**src/rtl/ordrd_pkg.sv**
```systemverilog
package ordrd_pkg;

    localparam int REQ_LEN_W = 11;
    localparam int SEL_W     = 2;

    typedef enum logic [1:0] {
        ENG_IDLE  = 2'd0,
        ENG_ISSUE = 2'd1,
        ENG_WAIT  = 2'd2
    } eng_state_e;

    typedef struct packed {
        logic accept;
        logic bad_tag;
        logic bad_count;
        logic bad_close;
        logic stray;
    } cpl_verdict_t;

    function automatic logic [REQ_LEN_W-1:0] max_req_bytes(input logic [SEL_W-1:0] sel);
        return REQ_LEN_W'(128) << sel;
    endfunction

endpackage

```
**src/rtl/ordrd_splitter.sv**
```systemverilog
module ordrd_splitter import ordrd_pkg::*; #(
    parameter int LEN_W = 16
) (
    input  logic [LEN_W-1:0]     remaining,
    input  logic [SEL_W-1:0]     size_sel,
    output logic [REQ_LEN_W-1:0] chunk
);
    logic [LEN_W-1:0] cap;

    always_comb begin
        cap = LEN_W'(max_req_bytes(size_sel));
        if (remaining <= cap) begin
            chunk = REQ_LEN_W'(remaining);
        end else begin
            chunk = max_req_bytes(size_sel);
        end
    end
endmodule

```
**src/rtl/ordrd_cpl_check.sv**
```systemverilog
module ordrd_cpl_check import ordrd_pkg::*; #(
    parameter int TAG_W      = 5,
    parameter int BEAT_BYTES = 4
) (
    input  logic                 beat_valid,
    input  logic                 waiting,
    input  logic [TAG_W-1:0]     want_tag,
    input  logic [REQ_LEN_W-1:0] want_count,
    input  logic [TAG_W-1:0]     beat_tag,
    input  logic [REQ_LEN_W-1:0] beat_count,
    input  logic                 beat_close,
    output cpl_verdict_t         verdict
);
    localparam logic [REQ_LEN_W-1:0] LAST_COUNT = REQ_LEN_W'(BEAT_BYTES);

    always_comb begin
        verdict.stray     = beat_valid && !waiting;
        verdict.bad_tag   = beat_valid && waiting && (beat_tag != want_tag);
        verdict.bad_count = beat_valid && waiting && (beat_count != want_count);
        verdict.bad_close = beat_valid && waiting && (beat_count == LAST_COUNT) && !beat_close;
        verdict.accept    = beat_valid && waiting && !verdict.bad_tag
                            && !verdict.bad_count && !verdict.bad_close;
    end
endmodule

```
**src/rtl/ordrd_out_stage.sv**
```systemverilog
module ordrd_out_stage #(
    parameter int DATA_W = 32
) (
    input  logic              clk,
    input  logic              rst,
    input  logic              word_fire,
    input  logic [DATA_W-1:0] word_data,
    input  logic              word_final,
    input  logic              empty_finish,
    output logic              sink_valid,
    output logic [DATA_W-1:0] sink_data,
    output logic              sink_last,
    output logic              xfer_done
);
    always_ff @(posedge clk) begin
        if (rst) begin
            sink_valid <= 1'b0;
            sink_last  <= 1'b0;
            xfer_done  <= 1'b0;
        end else begin
            sink_valid <= word_fire;
            sink_last  <= word_fire && word_final;
            xfer_done  <= (sink_valid && sink_last) || empty_finish;
        end
    end

    always_ff @(posedge clk) begin
        if (word_fire) begin
            sink_data <= word_data;
        end
    end
endmodule

```
**src/rtl/ordered_rd_engine.sv**
```systemverilog
module ordered_rd_engine import ordrd_pkg::*; #(
    parameter int ADDR_W = 32,
    parameter int LEN_W  = 16,
    parameter int DATA_W = 32,
    parameter int TAG_W  = 5
) (
    input  logic                 clk,
    input  logic                 rst,
    input  logic                 start,
    input  logic [ADDR_W-1:0]    start_addr,
    input  logic [LEN_W-1:0]     start_len,
    input  logic [SEL_W-1:0]     max_rd_sel,
    output logic                 rd_req_valid,
    input  logic                 rd_req_ready,
    output logic [ADDR_W-1:0]    rd_req_addr,
    output logic [REQ_LEN_W-1:0] rd_req_len,
    output logic [TAG_W-1:0]     rd_req_tag,
    input  logic                 cpl_valid,
    input  logic [TAG_W-1:0]     cpl_tag,
    input  logic [REQ_LEN_W-1:0] cpl_bcnt,
    input  logic                 cpl_eop,
    input  logic [DATA_W-1:0]    cpl_data,
    output logic                 sink_valid,
    output logic [DATA_W-1:0]    sink_data,
    output logic                 sink_last,
    output logic                 xfer_done,
    output logic                 xfer_err
);
    localparam int BEAT_BYTES = DATA_W / 8;
    localparam logic [REQ_LEN_W-1:0] BEAT_REQ = REQ_LEN_W'(BEAT_BYTES);
    localparam logic [LEN_W-1:0]     BEAT_LEN = LEN_W'(BEAT_BYTES);

    eng_state_e           state_q;
    logic [ADDR_W-1:0]    addr_q;
    logic [LEN_W-1:0]     left_q;
    logic [REQ_LEN_W-1:0] pend_q;
    logic [TAG_W-1:0]     tag_q;
    logic [SEL_W-1:0]     sel_q;
    logic                 err_q;

    logic [REQ_LEN_W-1:0] chunk;
    cpl_verdict_t         verdict;
    logic                 take_start;
    logic                 empty_start;
    logic                 req_closed;
    logic                 word_final;
    logic                 bad_word;

    ordrd_splitter #(.LEN_W(LEN_W)) u_split (
        .remaining (left_q),
        .size_sel  (sel_q),
        .chunk     (chunk)
    );

    ordrd_cpl_check #(.TAG_W(TAG_W), .BEAT_BYTES(BEAT_BYTES)) u_check (
        .beat_valid (cpl_valid),
        .waiting    (state_q == ENG_WAIT),
        .want_tag   (tag_q),
        .want_count (pend_q),
        .beat_tag   (cpl_tag),
        .beat_count (cpl_bcnt),
        .beat_close (cpl_eop),
        .verdict    (verdict)
    );

    assign take_start  = start && (state_q == ENG_IDLE);
    assign empty_start = take_start && (start_len == '0);
    assign req_closed  = verdict.accept && (pend_q == BEAT_REQ);
    assign word_final  = req_closed && (left_q == BEAT_LEN);
    assign bad_word    = verdict.stray || verdict.bad_tag || verdict.bad_count || verdict.bad_close;

    always_ff @(posedge clk) begin
        if (rst) begin
            state_q <= ENG_IDLE;
            addr_q  <= '0;
            left_q  <= '0;
            pend_q  <= '0;
            tag_q   <= '0;
            sel_q   <= '0;
            err_q   <= 1'b0;
        end else begin
            case (state_q)
                ENG_IDLE: begin
                    if (take_start) begin
                        addr_q <= start_addr;
                        left_q <= start_len;
                        sel_q  <= max_rd_sel;
                        err_q  <= 1'b0;
                        if (start_len != '0) begin
                            state_q <= ENG_ISSUE;
                        end
                    end
                end
                ENG_ISSUE: begin
                    if (rd_req_ready) begin
                        pend_q  <= chunk;
                        addr_q  <= addr_q + ADDR_W'(chunk);
                        state_q <= ENG_WAIT;
                    end
                end
                ENG_WAIT: begin
                    if (verdict.accept) begin
                        pend_q <= pend_q - BEAT_REQ;
                        left_q <= left_q - BEAT_LEN;
                        if (req_closed) begin
                            tag_q   <= tag_q + TAG_W'(1);
                            state_q <= word_final ? ENG_IDLE : ENG_ISSUE;
                        end
                    end
                end
                default: state_q <= ENG_IDLE;
            endcase
            if (bad_word) begin
                err_q <= 1'b1;
            end
        end
    end

    assign rd_req_valid = (state_q == ENG_ISSUE);
    assign rd_req_addr  = addr_q;
    assign rd_req_len   = chunk;
    assign rd_req_tag   = tag_q;
    assign xfer_err     = err_q;

    ordrd_out_stage #(.DATA_W(DATA_W)) u_out (
        .clk          (clk),
        .rst          (rst),
        .word_fire    (verdict.accept),
        .word_data    (cpl_data),
        .word_final   (word_final),
        .empty_finish (empty_start),
        .sink_valid   (sink_valid),
        .sink_data    (sink_data),
        .sink_last    (sink_last),
        .xfer_done    (xfer_done)
    );
endmodule

```
**config.mk**
```make
export PLATFORM = sky130hd
export DESIGN_NAME = ordered_rd_engine
export DESIGN_NICKNAME = d
export VERILOG_FILES = /design/src/rtl/ordrd_pkg.sv /design/src/rtl/ordrd_splitter.sv /design/src/rtl/ordrd_cpl_check.sv /design/src/rtl/ordrd_out_stage.sv /design/src/rtl/ordered_rd_engine.sv
export SDC_FILE = /design/constraint.sdc
export NUM_CORES = 1
export LEC_CHECK = 0
export ABC_AREA = 1
export BUFFER_PORTS_ARGS = -buffer_cell sky130_fd_sc_hd__clkbuf_2
export CORE_MARGIN = 2
export CORE_UTILIZATION = 41
export CTS_CLUSTER_SIZE = 10
export DETAILED_ROUTE_END_ITERATION = 8
export GPL_TIMING_DRIVEN = 0
export PLACE_DENSITY = 0.76
export SKIP_CTS_REPAIR_TIMING = 1
export SLEW_MARGIN = 20
export SYNTH_ARGS = -nofsm -noshare
export SYNTH_HDL_FRONTEND = slang
export SYNTH_SLANG_ARGS = --single-unit
```
**constraint.sdc**
```tcl
create_clock -name clk -period 3.25 [get_ports clk]
set_input_delay 0.65 -clock clk [delete_from_list [all_inputs] [get_ports clk]]
set_output_delay 0.65 -clock clk [all_outputs]
set_load 0.02 [all_outputs]
```
## Word-level counts from Yosys, hierarchy flattened

Cells that the tools add are included.

| storage, ports and cells | value |
|---|---|
| register bits | 104 |
| bits of input ports | 104 |
| output and inout bits | 85 |

| cells by class | value |
|---|---|
| shift operators | 1 |
| eq/ne operators | 12 |
| $lt $le $gt $ge | 1 |
| add/sub/neg operators | 4 |
| multiplexer cells | 20 |
| reductions and logical operators | 39 |

Operators with widths:

| kind | count |
|---|---|
| two-way mux 32 bit | 2 |
| one-hot mux 32 bit (2 select lines) | 1 |
| two-way mux 11 bit | 3 |
| adder 32 x 11 -> 32 bit | 1 |
| two-way mux 16 bit | 2 |
| one-hot mux 16 bit (2 select lines) | 1 |
| equality test 11 x 3 -> 1 bit (second input constant) | 2 |
| one-hot mux 11 bit (2 select lines) | 1 |
| equality test 16 x 3 -> 1 bit (second input constant) | 1 |
| less-or-equal comparator 16 x 11 -> 1 bit | 1 |
| zero test 16 bit | 1 |
| nonzero test 16 bit | 1 |
| subtractor 16 x 3 -> 16 bit (second input constant) | 1 |
| logical AND 1 bit | 15 |
| AND reduction 3 bit | 4 |
| != test 11 bit | 1 |
| << shifter 8 x 2 -> 11 bit (first input constant) | 1 |
| subtractor 11 x 3 -> 11 bit (second input constant) | 1 |
| two-way mux 2 bit | 5 |
| nonzero test 2 bit | 5 |
| != test 2 x 1 -> 1 bit (second input constant) | 3 |
| one-hot mux 2 bit (3 select lines) | 1 |
| adder 5 x 1 -> 5 bit (second input constant) | 1 |
| zero test 1 bit | 5 |
| other kinds (9) | 17 |

## Longest topological paths before layout

| depth | value |
|---|---|
| depth in word-level cells | 13 |
| gate-level depth with buffers | 25 |

## Modules after synthesis

From an unflattened synthesis, not the netlist that was laid out.

| second synthesis, totals | value |
|---|---|
| cell total of the unflattened synthesis | 1027 |
| area, all modules | 6812.8 um^2 |

By module, submodules not included:

| module | cells an instance | area an instance (um^2) | sequential area each (um^2) | times used |
|---|---|---|---|---|
| ordered_rd_engine | 833 | 5026.1 | 1381.3 | 1 |
| ordrd_out_stage | 42 | 1052.3 | 1021.0 | 1 |
| ordrd_splitter | 72 | 369.1 | 0.0 | 1 |
| ordrd_cpl_check | 80 | 365.4 | 0.0 | 1 |

## Worst setup path after synthesis

No wires, ideal clock.

| timing | value |
|---|---|
| path kind | reg-to-reg |
| start point | register sel_q[1] |
| end point | register addr_q[26] (netlist: rd_req_addr[26]) |
| slack | -249 ps |
| required time | 3116 ps |
| period minus slack after synthesis | 3499 ps |
| cell stages (with the launch flop) | 22 |
| arrival | 3366 ps |
| cells stage by stage | dfxtp_1 > inv_1 > nand2_1 > ha_1 > or2_2 > nand3_1 > nand2_1 > nand2_2 > buf_2 > inv_1 > nor2_1 > ha_1 > a21oi_1 > o21a_1 > o21ai_0 > a22oi_1 > nand2_1 > nand3_1 > xor2_1 > nand2_1 > o211ai_1 > a21oi_1 |

| between the ends | value |
|---|---|
| word-level cells in the longest chain between the ends | 6 |

RTL lines:

| what | RTL line | text |
|---|---|---|
| from (decl) | ordered_rd_engine.sv:38 | `logic [SEL_W-1:0] sel_q;` |
| from (signal assigned) | ordered_rd_engine.sv:87 | `sel_q <= max_rd_sel;` |
| << shifter 8 x 2 -> 11 bit (*) | ordrd_pkg.sv:21 | `return REQ_LEN_W'(128) << sel;` |
| less-or-equal comparator 16 x 11 -> 1 bit | ordrd_splitter.sv:12 | `if (remaining <= cap) begin` |
| two-way mux 11 bit (*) | ordrd_splitter.sv:12 |  |
| via rd_req_len[3] | ordered_rd_engine.sv:16 | `output logic [REQ_LEN_W-1:0] rd_req_len,` |
| adder 32 x 11 -> 32 bit (*) | ordered_rd_engine.sv:97 | `addr_q <= addr_q + ADDR_W'(chunk);` |
| two-way mux 32 bit (*) | ordered_rd_engine.sv:95 | `if (rd_req_ready) begin` |
| one-hot mux 32 bit (2 select lines) (*) | ordered_rd_engine.sv:82 | `case (state_q)` |
| to (signal assigned) | ordered_rd_engine.sv:85 | `addr_q <= start_addr;` |
| to (signal assigned) | ordered_rd_engine.sv:97 |  |
| to (decl) | ordered_rd_engine.sv:34 | `logic [ADDR_W-1:0] addr_q;` |

Mark *: on every way through the listed nets, which the timed path passes. The rest lies on a longest branch. The select of a mux whose other input is x is not followed.
A chain may end at the register's enable or synchronous reset.

## Final worst setup path

| timing | value |
|---|---|
| start point | register sel_q[1] |
| end point | register addr_q[14] (netlist: rd_req_addr[14]) |

| between the ends | value |
|---|---|
| word-level cells in the longest chain between the ends | 6 |

RTL lines:

| what | RTL line |
|---|---|
| << shifter 8 x 2 -> 11 bit (*) | ordrd_pkg.sv:21 |
| less-or-equal comparator 16 x 11 -> 1 bit | ordrd_splitter.sv:12 |
| two-way mux 11 bit (*) | ordrd_splitter.sv:12 |
| adder 32 x 11 -> 32 bit (*) | ordered_rd_engine.sv:97 |
| two-way mux 32 bit (*) | ordered_rd_engine.sv:95 |
| one-hot mux 32 bit (2 select lines) (*) | ordered_rd_engine.sv:82 |

Mark *: on every way between the ends. The rest lies on a longest branch, timed or not. The select of a mux whose other input is x is not followed.

==> flow_summary_export.csv <==
group,metric,value,unit
worst_setup_path,crit_slowest_cell,"dfxtp_4",
worst_setup_path,crit_fanout,5,
power_and_ir_drop,p_comb_frac,0.431,
die,die_width,127.6,µm
drt,final_antenna_net_count,0,
flow_run,drv_cap,0,
finish,drive_above_1_share,0.2995,
power_and_ir_drop,p_sw_frac,0.4313,
worst_setup_path,crit_top_cell,"nand2_1",
drt,routed_wl,20.85,mm
power_and_ir_drop,clkPwrFrac,0.225,
drt,vias,6811,
timing,slew_violations,0,
worst_setup_path,start_kind,"flip-flop",
global_route,grtUsageTotal,0.2459,
run_status,violations,"setup timing",
clocking,insertion_delay,0.36,ns
run_status,status,"complete, but fails checks",
power_and_ir_drop,switchingPower,2.186,mW
clocking,clock-root-buffer,"clkbuf_16",
finish,finalNetCount,1204,
synthesis,synth-seq-cells,104,
global_route,grt_pass1_wl,31.54,mm
clocking,cts_made_buffers,9,
drt,drc_errors,0,
finish,insertedDiodeCount,0,
finish,area_delta_synth_final,32.87,%
worst_setup_path,cp.required,3.52,ns
drt,drtPass1Iterations,5,
die,io_pins,189,
worst_setup_path,path_buf_inv,5,
timing,finalCritPeriodShare,1.051,
synthesis,synthArstFlopShare,0,
timing,fin_worst_skew,0.005138,ns
power_and_ir_drop,total_power,5.067,mW
clocking,clkTransAtPathRegs,0.08,ns
die,die_y,127.6,µm
die,fp.dieArea,16280,µm²
placed_design,hpwl,15.78,mm
clocking,htree_levels,3,
die,core-area,15090,µm²
power_and_ir_drop,ir_drop,351.6,µV
worst_setup_path,critPathTopFamily,"simple AND/OR/NAND/NOR gates",
worst_setup_path,critPathMaxStageDelay,0.38,ns
power_and_ir_drop,p_leak,3.706,nW
clocking,cts_tree,"built",
timing,finalHoldViolCount,0,
timing,setup_ws,-0.1652,ns
power_and_ir_drop,power.density,609.0,nW/µm²
global_route,grt_max_degree,34,
synthesis,synth_edf_count,32,
timing,max_freq,292.8,MHz
synthesis,yosysSeqAreaShare,0.3836,
worst_setup_path,critPathKind,"flip-flop to flip-flop",
finish,final_area,8320,µm²
die,num_rows,45,
power_and_ir_drop,p_seq_frac,0.344,
power_and_ir_drop,intPower,2.881,mW
drt,wl_per_cell,16.38,µm
synthesis,yosysWarnings,0,
clocking,clk_path_buf_depth,2,
synthesis,ys_types,45,
synthesis,synthFlopType,"dfxtp_1",
timing,setup_tns,-0.6524,ns
placed_design,post_dp_cell_area,7538,µm²
synthesis,syn-num-nets,988,
timing,whs,0.4572,ns
die,initial_core_util,0.4150,
synthesis,avgSynthCellArea,7.248,µm²
synthesis,syn_inst,864,
placed_design,finalWeightedCongestion,0.9697,
clocking,cts.sinks,104,
worst_setup_path,endpoint_kind,"flip-flop",
timing,setup_viol,7,
worst_setup_path,path_cells,"inv_4 > nand2_4 > ha_4 > nand4_1 > nor2_1 > nand2_1 > nand2_4 > buf_12 > clkinvlp_4 > nor2_4 > ha_4 > a21oi_2 > o21a_1 > buf_4 > o21ai_2 > nand2_1 > nand2_2 > xnor2_1 > nand2_1 > o21ai_1 > nand2_1 > nand2_1 > inv_1",
synthesis,syn_area,6262,µm²
global_route,grt_pass1_vias,6154,
drt,viasPerCell,5.350,
drt,drtIter0Drc,603,
global_route,overflow,0,
global_route,antenna_found_initial,0,
timing,fin_crit,3.415,ns
timing,grt_setup_unrepaired,"true",
placed_design,portBuffers,187,
worst_setup_path,worstPathArrival,3.68,ns
hold_path,hold_class,"input port to flip-flop",
timing,worst_pin_slew,0.6911,ns
timing,slew_headroom,0.5386,
[cell type report]
class,count,area [µm²]
plain buffers,30,137.6
clock buffers,9,225.2
clock inverters,7,73.82
fillers,1444,6769
inverters,102,391.6
multi-input cells,628,3759
flip-flops and latches,104,2410
well taps,188,235.2
repair buffers,205,1089
[cells by family after synthesis]
group                      Yosys count  synth area share
and+or+nand+nor                    387            0.2801
AOI/OAI and AO/OA                  183            0.1624
buffers and inverters              132           0.08072
DFF                                104            0.3836
xor gates and xnor gates            38           0.05315
adders and majority gates           20           0.03996
[through the flow]
stage	utilization	std cells	worst slack [ns]
finish	0.5514	1273	-0.1652
global route	0.5514	1273	-0.2771
CTS	0.5194	1255	-0.4288
detailed placement	0.4996	1239	-0.3949
global placement	0.4996	1239	-0.3603
floorplan	-	864	0.01290
[layer usage]
layer	vias to the layer above	track usage	part of all wire
met5	-	0	0
met4	0	0.06529	0.022
met3	35	0.03811	0.079
met2	299	0.4366	0.49
met1	3142	0.3112	0.41
li1	3335	-	-
[cell usage in the layout (no fill, tap or decap), drive strengths merged, types with 24 or more instances in the layout]
cell type,netlist,final
edfxtp,32,32
nand3,51,51
nand2,191,191
a21oi,59,59
o21ai,80,80
dfxtp,72,72
clkbuf,23,220
nor2,85,85
buf,7,24
inv,100,106
[flip-flops by register name, summed over array words and instances (netlist names)]
register	count
u_out.sink_data	32
left_q	16
sel_q	2
u_out.sink_last	1
state_q	2
pend_q	11
rd_req_addr	32
u_out.sink_valid	1
rd_req_tag	5
xfer_err	1
u_out.xfer_done	1
[power by group through the flow]
stage	clock network (mW)	registers, mW	logic [mW]
floorplan	0	1.80	1.24
global placement	0	1.74	1.88
detailed placement	0	1.74	1.91
CTS	1.15	1.71	1.92
global route	1.20	1.77	2.38
finish	1.14	1.74	2.18
[cell usage after synthesis, types with 2 or more instances]
cell type  count  area, µm²
nor2_2         2      12.51
nor2_1        82      307.8
inv_1         97      364.1
nand2_1      176      660.6
nand4_1       18      112.6
nor4_1        14      87.58
o21ai_1        3      15.01
a31oi_1       14      87.58
edfxtp_1      32      960.9
buf_2          5      25.02
o21a_1         3      22.52
xnor2_1       20      175.2
nor3_1        16      80.08
nand2_4        5      56.30
a221oi_1       2      17.52
o22ai_1        3      18.77
xor2_1        18      157.7
clkinv_1       2      7.510
dfxtp_1       72       1441
nand3_1       48      240.2
or2_2          8      50.05
a211oi_1       2      15.01
a21oi_1       58      290.3
ha_1          20      250.2
nand3_2        2      20.02
o21bai_1       7      52.55
o21ai_0       76      380.4
o211ai_1       9      67.56
inv_2          3      11.26
clkbuf_1      23      86.33
nand2_2       10      62.56
[worst paths after layout]
kind | slack [ns] | depth (start not counted) | from | endpoint
worst max register to register | -0.17 | 23 | sel_q[1] | rd_req_addr[14]
worst min register to register | 0.48 | 2 | u_out.sink_last | u_out.xfer_done
worst max-delay path | -0.17 | 23 | sel_q[1] | rd_req_addr[14]
worst min-delay path | 0.46 | 1 | cpl_data[28] | u_out.sink_data[28]
Note: power is estimated with default switching activity, not from simulation.
